$ cat src/rtl/punc_pkg.sv
package punc_pkg;

  // One beat held in the output register: the coded bit and its parity tag.
  typedef struct packed {
    logic dbit;
    logic is_par;
  } beat_t;

  // Limit a requested keep count to the supported range.
  function automatic int clamp_keep(input int req, input int lo, input int hi);
    if (req < lo) return lo;
    if (req > hi) return hi;
    return req;
  endfunction

  // A parity beat is kept when the running sum reaches the window size.
  function automatic bit window_keep(input int acc, input int n, input int win);
    return (acc + n) >= win;
  endfunction

  // Next accumulator value after one parity beat.
  function automatic int window_next(input int acc, input int n, input int win);
    int s;
    s = acc + n;
    return (s >= win) ? (s - win) : s;
  endfunction

endpackage

$ cat src/rtl/punc_rate_hold.sv
module punc_rate_hold
  import punc_pkg::*;
#(
  parameter int WIN      = 16,
  parameter int MIN_KEEP = 8,
  parameter int RW       = $clog2(WIN + 1)
) (
  input  logic          clk,
  input  logic          rst_n,
  input  logic          fire,
  input  logic          first,
  input  logic [RW-1:0] req,
  output logic [RW-1:0] n_eff
);

  logic [RW-1:0] held_q;
  logic [RW-1:0] req_lim;

  assign req_lim = RW'(clamp_keep(int'(req), MIN_KEEP, WIN));

  // The first beat of a frame uses the new request directly; later beats use the held value.
  assign n_eff = first ? req_lim : held_q;

  always_ff @(posedge clk or negedge rst_n) begin
    if (!rst_n) begin
      held_q <= RW'(WIN);
    end else if (fire && first) begin
      held_q <= req_lim;
    end
  end

endmodule

$ cat src/rtl/punc_phase_acc.sv
module punc_phase_acc
  import punc_pkg::*;
#(
  parameter int WIN   = 16,
  parameter int RW    = $clog2(WIN + 1),
  parameter int ACC_W = $clog2(WIN)
) (
  input  logic          clk,
  input  logic          rst_n,
  input  logic          fire,
  input  logic          first,
  input  logic          is_par,
  input  logic [RW-1:0] n_eff,
  output logic          keep
);

  logic [ACC_W-1:0] acc_q;
  logic [ACC_W-1:0] acc_base;
  logic             par_keep;

  // The pattern phase restarts on the first beat of a frame.
  assign acc_base = first ? '0 : acc_q;
  assign par_keep = window_keep(int'(acc_base), int'(n_eff), WIN);
  assign keep     = !is_par || par_keep;

  always_ff @(posedge clk or negedge rst_n) begin
    if (!rst_n) begin
      acc_q <= '0;
    end else if (fire) begin
      if (is_par) begin
        acc_q <= ACC_W'(window_next(int'(acc_base), int'(n_eff), WIN));
      end else if (first) begin
        acc_q <= '0;
      end
    end
  end

endmodule

$ cat src/rtl/punc_frame_tally.sv
module punc_frame_tally #(
  parameter int CNT_W = 16
) (
  input  logic             clk,
  input  logic             rst_n,
  input  logic             fire,
  input  logic             first,
  input  logic             last,
  input  logic             kept,
  output logic             done,
  output logic [CNT_W-1:0] count
);

  logic [CNT_W-1:0] run_q;
  logic [CNT_W-1:0] base;
  logic [CNT_W-1:0] total;

  assign base  = first ? '0 : run_q;
  assign total = base + CNT_W'(kept);

  always_ff @(posedge clk or negedge rst_n) begin
    if (!rst_n) begin
      run_q <= '0;
      done  <= 1'b0;
      count <= '0;
    end else begin
      done <= fire && last;
      if (fire) begin
        run_q <= last ? '0 : total;
        if (last) count <= total;
      end
    end
  end

endmodule

$ cat src/rtl/punc_out_reg.sv
module punc_out_reg
  import punc_pkg::*;
(
  input  logic  clk,
  input  logic  rst_n,
  input  logic  load,
  input  beat_t beat_in,
  output logic  room,
  output logic  m_valid,
  input  logic  m_ready,
  output beat_t beat_out
);

  // The register can take a new beat when it is empty or is being emptied.
  assign room = !m_valid || m_ready;

  always_ff @(posedge clk or negedge rst_n) begin
    if (!rst_n) begin
      m_valid  <= 1'b0;
      beat_out <= '0;
    end else if (room) begin
      m_valid <= load;
      if (load) beat_out <= beat_in;
    end
  end

endmodule

$ cat src/rtl/punct_unit.sv
module punct_unit
  import punc_pkg::*;
#(
  parameter int WIN      = 16,
  parameter int MIN_KEEP = 8,
  parameter int CNT_W    = 16,
  localparam int RW      = $clog2(WIN + 1),
  localparam int ACC_W   = $clog2(WIN)
) (
  input  logic             clk,
  input  logic             rst_n,
  input  logic             s_valid,
  output logic             s_ready,
  input  logic             s_bit,
  input  logic             s_is_par,
  input  logic             s_first,
  input  logic             s_last,
  input  logic [RW-1:0]    keep_req,
  output logic             m_valid,
  input  logic             m_ready,
  output logic             m_bit,
  output logic             m_is_par,
  output logic             frm_done,
  output logic [CNT_W-1:0] frm_count
);

  // Named internal events, also watched by the bound checker.
  logic          fire;
  logic [RW-1:0] n_eff;
  logic          keep_par;
  logic          load;
  beat_t         beat_in;
  beat_t         beat_out;

  assign fire    = s_valid && s_ready;
  assign load    = fire && keep_par;
  assign beat_in = '{dbit: s_bit, is_par: s_is_par};

  punc_rate_hold #(.WIN(WIN), .MIN_KEEP(MIN_KEEP), .RW(RW)) u_rate (
    .clk   (clk),
    .rst_n (rst_n),
    .fire  (fire),
    .first (s_first),
    .req   (keep_req),
    .n_eff (n_eff)
  );

  punc_phase_acc #(.WIN(WIN), .RW(RW), .ACC_W(ACC_W)) u_phase (
    .clk    (clk),
    .rst_n  (rst_n),
    .fire   (fire),
    .first  (s_first),
    .is_par (s_is_par),
    .n_eff  (n_eff),
    .keep   (keep_par)
  );

  punc_frame_tally #(.CNT_W(CNT_W)) u_tally (
    .clk   (clk),
    .rst_n (rst_n),
    .fire  (fire),
    .first (s_first),
    .last  (s_last),
    .kept  (keep_par),
    .done  (frm_done),
    .count (frm_count)
  );

  punc_out_reg u_out (
    .clk      (clk),
    .rst_n    (rst_n),
    .load     (load),
    .beat_in  (beat_in),
    .room     (s_ready),
    .m_valid  (m_valid),
    .m_ready  (m_ready),
    .beat_out (beat_out)
  );

  assign m_bit    = beat_out.dbit;
  assign m_is_par = beat_out.is_par;

endmodule

$ cat config.mk
export PLATFORM = sky130hd
export DESIGN_NAME = punct_unit
export DESIGN_NICKNAME = d
export VERILOG_FILES = /design/src/rtl/punc_pkg.sv /design/src/rtl/punc_rate_hold.sv /design/src/rtl/punc_phase_acc.sv /design/src/rtl/punc_frame_tally.sv /design/src/rtl/punc_out_reg.sv /design/src/rtl/punct_unit.sv
export SDC_FILE = /design/constraint.sdc
export NUM_CORES = 1
export LEC_CHECK = 0
export BUFFER_PORTS_ARGS = -buffer_cell sky130_fd_sc_hd__buf_4
export CORE_MARGIN = 1.5
export CORE_UTILIZATION = 37
export DETAILED_ROUTE_END_ITERATION = 16
export GPL_ROUTABILITY_DRIVEN = 1
export GPL_TIMING_DRIVEN = 0
export PLACE_DENSITY = 0.59
export SETUP_SLACK_MARGIN = 0.5
export SLEW_MARGIN = 10
export SYNTH_ARGS = -nofsm -noshare
export SYNTH_HDL_FRONTEND = slang
export SYNTH_SLANG_ARGS = --single-unit
$ cat constraint.sdc
create_clock -name clk -period 8.55 [get_ports clk]
set_clock_uncertainty 0.05 [all_clocks]
set_input_delay 0.4275 -clock clk [delete_from_list [all_inputs] [get_ports clk]]
set_output_delay 0.4275 -clock clk [all_outputs]
set_load 0.01 [all_outputs]
==> out/metrics.csv, run 1 <==
stage,metric,value,unit
status,status,completed,
sta,period_minus_slack,4.56,ns
route,ant_nets,0,
finish,final_nets,328,
floorplan,dieHeight,85.7,um
sta,period_share,0.534,
floorplan,initial_core_util,0.390,
placed_design,dp_cells,378,
yosys,postSynthAreaPerCell,9.44,um2
yosys,synth_seq_cells,45,
clock_network,cts.sinks,45,
critical_path,crit_type,input pin to register,
clock_network,cts_tree,built,
floorplan,dieWidth,85.7,um
route,via_per_inst,5.80,
yosys,synth_area_leaders,"dfrtp_1 44%, nand2_1 5.2%, o21ai_0 3.2%",
sta,slew_headroom,0.566,
sta,hold_viol_final,0,
sta,setup_viol_count_final,0,
hold_path,hold_path.class,input pin to async pin,
critical_path,path_max_fanout,10,
sta,slew_viol_final,0,
grt,grt_pass1_wl,10.3,mm
placed_design,hpwl,4.29,mm
sta,grt_setup_unrepaired,no,
sta,worst_slew_pin_slew,0.646,ns
clock_network,clock_path_buffers,2,
critical_path,crit_top_cell,ha_1,
floorplan,fp.dieArea,0.00734,mm2
route,drt_iter0_markers,127,
route,routed_wl,6.10,mm
yosys,netlist_area,0.00253,mm2
critical_path,cp.required,8.74,ns
yosys,ys_seq_area_frac,0.446,
finish,drive_above_1_share,0.182,
sta,fmax,0.219,GHz
yosys,synth_top_area_frac,0.435,
placed_design,place_congestion,0.863,
clock_network,clkLatencyLatePin,0.30,ns
power_and_ir_drop,powerDensity,154,mW/mm2
critical_path,worst_setup_path_start_kind,input pin,
yosys,syn_nets,288,
clock_network,cts_buffers,5,
grt,grtUsageTotal,0.179,
clock_network,cts_resized,0,
clock_network,holdBufCountCts,0,
grt,grt_max_degree,46,
yosys,yosys.area.top_type,dfrtp_1,
finish,stdcell_count,385,
power_and_ir_drop,p_total,457,uW
critical_path,arrival,4.75,ns
yosys,synthCells,268,
floorplan,core_area,0.00649,mm2
critical_path,crit_path_max_incr_delay,0.48,ns
finish,layout_commonest_cell,dfrtp_1,
finish,mostFrequentLayoutCells,"44 x dfrtp_1, 35 x nand2_1, 34 x buf_4, 16 x o21ai_0, 12 x nor2_1",
sta,fin_setup_tns,0,ns
grt,gr-total-overflow,0,
yosys,ys_warn_count,0,
route,vias,2233,
critical_path,critPathCaptureType,register,
critical_path,cpMaxStageDelayCell,buf_1,
critical_path,cp_cell_sequence,buf_4 -> buf_2 -> buf_1 -> clkbuf_1 -> nor2b_1 -> ha_1 -> fa_1 -> a21oi_1 -> o21ai_0 -> a21oi_1 -> inv_1 -> ha_1 -> ha_1 -> and3_2 -> clkbuf_1 -> and3_1 -> a211o_1 -> nand3_1,
yosys,synth.distinct_cells,52,
power_and_ir_drop,p_leak,0.00137,uW
finish,area_delta_synth_final,17.0,%
placed_design,port_buffers,33,
yosys,ys.flop_type,dfrtp_1,
grt,grt_pass1_vias,2126,
run,maxCapViolCount,0,
clock_network,cts_root_buf,clkbuf_8,
route,post-route-drc-count,0,
route,drt_pass1_iterations,6,
yosys,synth_enable_flop_cells,0,
yosys,synth-async-reset-ratio,1.00,
finish,n_antenna_cell,0,
clock_network,post_cts_buffers,0,
power_and_ir_drop,ir_drop,72.9,uV
clock_network,htree_num_levels,2,
grt,antenna_found_initial,0,
floorplan,num_rows,29,
floorplan,io_pins,34,
clock_network,clk_pin_slew,0.08,ns
route,wl_per_cell,15.8,um
critical path, delay by kind of cell:
kind	cells	cell delay (ns)
simple gates	4	0.63
compound gates	4	0.91
buf+inv	6	1.51
fa+ha+maj	4	1.25
cells in the mapped netlist (2+ instances only):
master,count
and3_1,2
nor4_1,2
nor2b_1,10
ha_1,6
a21oi_1,7
o311ai_0,2
o211ai_1,3
mux2i_1,4
or3_1,6
nand4_1,7
and2_1,3
xor2_1,4
dfrtp_1,44
a32o_1,4
a31oi_1,6
inv_1,11
xnor2_1,8
o31ai_1,5
a211o_1,4
a21o_1,2
nand2b_1,4
mux2_2,7
nand2_1,35
nand3_1,9
buf_2,2
nor3_1,4
or4_1,3
clkbuf_1,9
o21ai_0,16
nand3b_1,4
a22o_1,3
nor2_1,12
cell families (layout without fill, tap and decap cells):
group,count (synthesis),after routing,synth area share
AOI/OAI and AO/OA,57,57,0.153
DFF,45,45,0.446
and+or+nand+nor,111,111,0.233
muxes,11,11,0.0470
adders and majority gates,7,7,0.0376
xor gates and xnor gates,12,12,0.0415
buffers and inverters,25,65,0.0425
power breakdown:
group / internal, uW / switching (uW) / total, uW
logic: 37.0 / 46.2 / 83.1
clock network: 64.3 / 71.9 / 136
registers: 229 / 8.43 / 238
worst paths after layout:
kind / from / to / slack, ns / cells past startpoint
max: s_first / u_tally.count[14] / 3.99 / 18
min: rst_n / u_tally.count[4] / 0.08 / 1
max reg2reg: u_rate.held_q[0] / u_tally.count[14] / 4.84 / 14
min reg2reg: u_tally.run_q[0] / u_tally.run_q[0] / 0.42 / 2
max in group asynchronous: rst_n / u_out.beat_out[0] / 7.97 / 1
min in group clk: keep_req[4] / u_rate.held_q[3] / 0.28 / 2
flip-flops by register name (all words and copies together), names as in the netlist:
| name | cells |
|---|---|
| u_phase.acc_q | 4 |
| u_out.m_valid | 1 |
| u_tally.done | 1 |
| u_tally.run_q | 16 |
| u_rate.held_q | 5 |
| u_out.beat_out | 2 |
| u_tally.count | 16 |
metrics by stage:
| step | cell area, um2 | utilization | hold slack (ns) | setup WS (ns) |
|---|---|---|---|---|
| after detailed placement | 2870 | 0.442 | 0.407 | 3.67 |
| after CTS | 2960 | 0.456 | 0.0975 | 3.98 |
| final | 2960 | 0.456 | 0.0782 | 3.99 |
| after global placement | 2870 | 0.442 | 0.393 | 3.70 |
| after global routing | 2960 | 0.456 | 0.121 | 3.69 |
| after floorplan | 2530 | - | 0.0819 | 4.59 |
layer usage:
| layer | GRT usage | vias up | part of all wire |
|---|---|---|---|
| met5 | 0 | - | 0 |
| met4 | 0.0587 | 0 | 0.018 |
| met3 | 0.0327 | 18 | 0.051 |
| met2 | 0.293 | 79 | 0.47 |
| met1 | 0.239 | 1091 | 0.46 |
| li1 | - | 1045 | - |
area by class of cell:
type | count | area, um2
Tap cell | 77 | 96.3
Inverter | 11 | 41.3
Timing Repair Buffer | 33 | 248
Fill cell | 654 | 3530
Multi-Input combinational cell | 198 | 1290
Buffer | 14 | 66.3
Sequential cell | 45 | 1130
Clock buffer | 7 | 86.3
(Power assumes the default switching activity.)
==> inputs of run 2 (changes only) <==
- PLACE_DENSITY: 0.59 -> 0.61
- clock period: 8.55 -> 3.7 ns (I/O delays scaled with it)
==> out/metrics.csv, run 2 (synthesis gave the netlist of run 1 again) <==
stage,metric,value,unit
finish,fin_area,0.00316,mm2
finish,area_delta_synth_final,24.7,%
route,drt_iter0_markers,132,
finish,mostFrequentLayoutCells,"44 x dfrtp_1, 41 x buf_4, 35 x nand2_1, 14 x o21ai_0, 12 x nor2_1",
power_and_ir_drop,internal-power,760,uW
sta,period_share,0.855,
grt,antenna_found_initial,0,
grt,grt_pass1_vias,2109,
power_and_ir_drop,powerDensity,338,mW/mm2
hold_path,hold_path.class,input pin to register,
power_and_ir_drop,seq_power_share,0.516,
grt,grt_max_degree,46,
hold_path,holdPathStages,2,
critical_path,cp_cell_sequence,mux2_4 -> ha_4 -> fa_2 -> nand4b_1 -> or3_4 -> a21oi_4 -> inv_2 -> ha_4 -> nand3_4 -> or3_4 -> buf_6 -> or4_4 -> a31oi_1,
clock_network,htree_num_levels,2,
run,maxCapViolCount,0,
placed_design,place_congestion,0.851,
route,wl_per_cell,15.7,um
power_and_ir_drop,power_frac_clock,0.284,
placed_design,port_buffers,33,
sta,grt_setup_unrepaired,yes,
power_and_ir_drop,p_sw_frac,0.287,
route,ant_nets,0,
power_and_ir_drop,p_leak,0.00144,uW
floorplan,dieWidth,85.7,um
finish,reg_top3,"u_tally.count (16), u_tally.run_q (16), u_rate.held_q (5)",
placed_design,hpwl,4.30,mm
sta,slew_headroom,0.585,
critical_path,path_max_fanout,8,
critical_path,critPathCaptureType,register,
clock_network,clkLatencyLatePin,0.30,ns
status,status,completed,
sta,timing.hold.ws,0.0463,ns
clock_network,clock_path_buffers,2,
floorplan,initial_core_util,0.390,
critical_path,crit_type,register to register,
sta,setup_viol_count_final,0,
grt,gr-total-overflow,0,
sta,fmax,0.316,GHz
route,vias,2166,
floorplan,dieHeight,85.7,um
clock_network,cts_buffers,5,
route,post-route-drc-count,0,
critical_path,cpMaxStageDelayCell,fa_2,
floorplan,io_pins,34,
power_and_ir_drop,ir_drop,265,uV
power_and_ir_drop,combPwrFrac,0.200,
floorplan,num_rows,29,
clock_network,cts_tree,built,
finish,layout_commonest_cell,dfrtp_1,
critical_path,worst_setup_path_start_kind,register,
sta,worst_slew_pin_slew,0.622,ns
critical_path,crit_path_max_incr_delay,0.40,ns
route,via_per_inst,5.50,
clock_network,clk_pin_slew,0.09,ns
finish,drive_above_1_share,0.256,
sta,fin_setup_tns,0,ns
sta,period_minus_slack,3.16,ns
power_and_ir_drop,p_sw,305,uW
clock_network,cts.sinks,45,
floorplan,core_area,0.00649,mm2
critical_path,reg2reg_depth,13,
sta,hold_viol_final,0,
placed_design,place_area,0.00293,mm2
route,routed_wl,6.19,mm
critical_path,arrival,3.33,ns
route,drt_pass1_iterations,4,
sta,slew_viol_final,0,
floorplan,fp.dieArea,0.00734,mm2
critical_path,cp.required,3.86,ns
grt,grt_pass1_wl,10.3,mm
grt,grtUsageTotal,0.177,
finish,n_fill_cell,632,
finish,n_antenna_cell,0,
clock_network,cts_root_buf,clkbuf_8,
finish,final_nets,336,
run 2: cell count changes in the layout (fill, tap and decap cells not counted), sizes merged:
cell / change
clkbuf: -1
dlygate4sd3: +1
clkinv: +2
buf: +7
run 2: final cells by class:
| cell class | count | area, um2 | share of cell area |
|---|---|---|---|
| flip-flops and latches | 45 | 1130 | 0.357 |
| well taps | 77 | 96.3 | 0.0305 |
| clock inverters | 2 | 10.0 | 0.00317 |
| repair buffers | 41 | 310 | 0.0983 |
| multi-input cells | 198 | 1390 | 0.442 |
| clock buffers | 6 | 72.6 | 0.0230 |
| plain buffers | 14 | 104 | 0.0329 |
| inverters | 11 | 41.3 | 0.0131 |
run 2: repair_timing:
| action | 4_1_cts | 5_1_grt |
|---|---|---|
| hold buffers | 1 | 0 |
| pin swaps | 0 | 7 |
| hold endpoints to repair | 44 | 0 |
| setup buffers | 0 | 7 |
| gates resized for setup | 9 | 10 |
| setup endpoints to repair | 13 | 12 |
| cloned | 0 | 0 |
run 2: per-stage QoR:
stage | worst slack [ns] | power (uW) | utilization | instances
finish | 0.535 | 1070 | 0.486 | 394
global route | 0.431 | 1130 | 0.486 | 394
CTS | 0.522 | 1070 | 0.470 | 387
detailed placement | 0.00748 | 756 | 0.451 | 378
global placement | 0.0272 | 753 | 0.451 | 378
floorplan | 0.500 | 672 | - | 268
run 2: worst paths after layout:
kind,end,slack [ns],startpoint
worst max-delay path,u_tally.count[15],0.54,u_rate.held_q[0]
worst min-delay path,u_rate.held_q[3],0.05,keep_req[4]
worst max register to register,u_tally.count[15],0.54,u_rate.held_q[0]
worst min register to register,u_tally.run_q[0],0.41,u_tally.run_q[0]
max in group asynchronous,u_tally.run_q[14],2.82,rst_n
min in group asynchronous,u_tally.count[1],0.38,rst_n
run 2: worst max-delay path: cells and delay by family (launching register included):
kind | cells | cell delay, ns
DFF | 1 | 0.38
adders and majority gates | 3 | 0.74
AOI/OAI and AO/OA | 2 | 0.24
buffers and inverters | 2 | 0.22
muxes | 1 | 0.29
and+or+nand+nor | 5 | 1.15
run 2: per-layer routing:
metal	vias up	track usage	share of wire
met3	9	0.0385	0.037
met2	51	0.279	0.47
met5	-	0	0
li1	1062	-	-
met4	0	0.0645	0.017
met1	1044	0.240	0.48
run 2: power groups by stage:
stage,Sequential (uW),Clock [uW],Combinational [uW]
after floorplan,565,0,107
after global placement,558,0,195
after detailed placement,559,0,197
after CTS,549,316,207
after global routing,554,332,239
final,549,303,213
==> inputs of run 3 (changes only) <==
- CORE_UTILIZATION: 37 -> 57
- GPL_TIMING_DRIVEN: 0 -> default
- PLACE_DENSITY: 0.61 -> 0.83
- clock period: 3.7 -> 3.4 ns (I/O delays scaled with it)
==> out/metrics.csv, run 3 (synthesis gave the netlist of run 1 again) <==
stage,metric,value,unit
grt,antenna_found_initial,0,
grt,grt_max_degree,46,
placed_design,port_buffers,33,
finish,area_delta_synth_final,25.8,%
route,drt_iter0_markers,214,
placed_design,place_ws,0.0760,ns
route,vias,2199,
sta,timing.final.ws_setup,0.429,ns
sta,slew_viol_final,0,
hold_path,hold_path.class,input pin to register,
route,via_per_inst,6.02,
placed_design,hpwl,4.01,mm
clock_network,cts_root_buf,clkbuf_8,
critical_path,cp.required,3.58,ns
sta,period_minus_slack,2.97,ns
route,drt_pass1_iterations,4,
critical_path,rr_startpoint,u_rate.held_q[0],
sta,grt_setup_unrepaired,yes,
grt,grtUsageTotal,0.252,
power_and_ir_drop,powerDensity,371,mW/mm2
floorplan,io_pins,34,
power_and_ir_drop,ir_drop,238,uV
clock_network,htree_num_levels,2,
route,post-route-drc-count,0,
placed_design,place_congestion,0.852,
clock_network,cts_buffers,5,
clock_network,clkLatencyLatePin,0.30,ns
critical_path,path_max_fanout,5,
critical_path,arrival,3.15,ns
floorplan,fp.dieArea,0.00485,mm2
finish,seq_area,0.00113,mm2
floorplan,num_rows,24,
finish,drive_above_1_share,0.281,
grt,grt_pass1_wl,9.77,mm
finish,final_nets,332,
finish,reg_top3,"u_tally.count (16), u_tally.run_q (16), u_rate.held_q (5)",
floorplan,dieHeight,69.6,um
critical_path,r2r_slack,0.43,ns
clock_network,cts.sinks,45,
sta,timing.hold.ws,0.0228,ns
critical_path,worst_setup_path_start_kind,register,
critical_path,crit_type,register to register,
clock_network,clock_path_buffers,2,
status,status,completed,
sta,fmax,0.337,GHz
sta,fin_setup_tns,0,ns
critical_path,critPathCaptureType,register,
floorplan,core_area,0.00432,mm2
critical_path,reg2reg_depth,12,
run,maxCapViolCount,0,
sta,hold_viol_final,0,
finish,layout_commonest_cell,buf_4,
sta,worst_slew_pin_slew,0.599,ns
critical_path,crit_end,u_tally.run_q[13],
grt,gr-total-overflow,0,
finish,multiInputGateArea,0.00148,mm2
route,routed_wl,5.97,mm
critical_path,r2r-end,u_tally.run_q[13],
route,wl_per_cell,16.3,um
finish,n_fill_cell,325,
sta,period_share,0.874,
finish,n_antenna_cell,0,
floorplan,initial_core_util,0.585,
sta,slew_headroom,0.598,
finish,mostFrequentLayoutCells,"49 x buf_4, 44 x dfrtp_1, 35 x nand2_1, 13 x o21ai_0, 12 x nor2_1",
route,ant_nets,0,
floorplan,dieWidth,69.6,um
critical_path,setup.worst_path.start,u_rate.held_q[0],
power_and_ir_drop,p_leak,0.00145,uW
grt,grt_pass1_vias,2171,
clock_network,cts_tree,built,
clock_network,clk_pin_slew,0.08,ns
sta,setup_viol_count_final,0,
[run 3: cell count changes in the layout (fill, tap and decap cells not counted), sizes merged]
cell / previous run / this run
or3: 6 / 7
clkbuf: 15 / 8
clkinv: 2 / 0
buf: 45 / 49
[run 3: cell type report]
class | instances | area share
Inverter | 11 | 0.0130
Timing Repair Buffer | 50 | 0.119
Tap cell | 52 | 0.0204
Clock buffer | 8 | 0.0283
Multi-Input combinational cell | 199 | 0.465
Sequential cell | 45 | 0.354
[run 3: worst min path at each step]
stage / from / endpoint / slack, ns / depth (start not counted)
3_3_place_gp: rst_n / u_tally.count[2] / 0.16 / 1
6_report: keep_req[4] / u_rate.held_q[3] / 0.02 / 2
4_1_cts: keep_req[4] / u_rate.held_q[3] / 0.03 / 2
5_1_grt: keep_req[4] / u_rate.held_q[3] / 0.05 / 2
2_1_floorplan: rst_n / u_out.beat_out[0] / -0.18 / 0
3_5_place_dp: rst_n / u_tally.count[4] / 0.16 / 1
[run 3: per-layer routing]
| layer | global-route usage | vias to the layer above | routed length, um |
|---|---|---|---|
| li1 | - | 1055 | - |
| met1 | 0.300 | 1074 | 2470 |
| met2 | 0.467 | 59 | 3110 |
| met3 | 0.0305 | 11 | 283 |
| met4 | 0.0897 | 0 | 103 |
| met5 | 0 | - | 0 |
[run 3: through the flow]
step | utilization | total power [uW] | instance area, um2 | instances
after floorplan | - | 750 | 2710 | 268
after global placement | 0.678 | 828 | 2930 | 344
after detailed placement | 0.678 | 835 | 2930 | 344
after CTS | 0.717 | 1180 | 3100 | 360
after global routing | 0.736 | 1230 | 3180 | 365
final | 0.736 | 1180 | 3180 | 365
[run 3: report_power, final]
part / switching (uW) / internal, uW / leakage [uW]
sequential: 22.2 / 576 / 0.000602
combinational: 126 / 110 / 0.000800
clock: 180 / 166 / 0.0000455
[run 3: repair_timing]
action                     in CTS  in global routing
setup buffers                   6                  5
gates cloned                    1                  0
gates resized for setup         4                 11
setup endpoints to repair       8                 20
hold buffers                    1                  0
pin swaps                       2                  4
hold endpoints to repair       44                  0
[run 3: worst max-delay path, cell delays in order (launching register included)]
cell      delay [ns]
dfrtp_1         0.38
mux2_4          0.29
ha_4            0.17
fa_2            0.35
nand4b_1        0.10
or3_4           0.14
a21oi_4         0.05
inv_2           0.07
ha_4            0.17
nand3_4         0.09
or3_4           0.42
or4_1           0.54
nand3_1         0.09
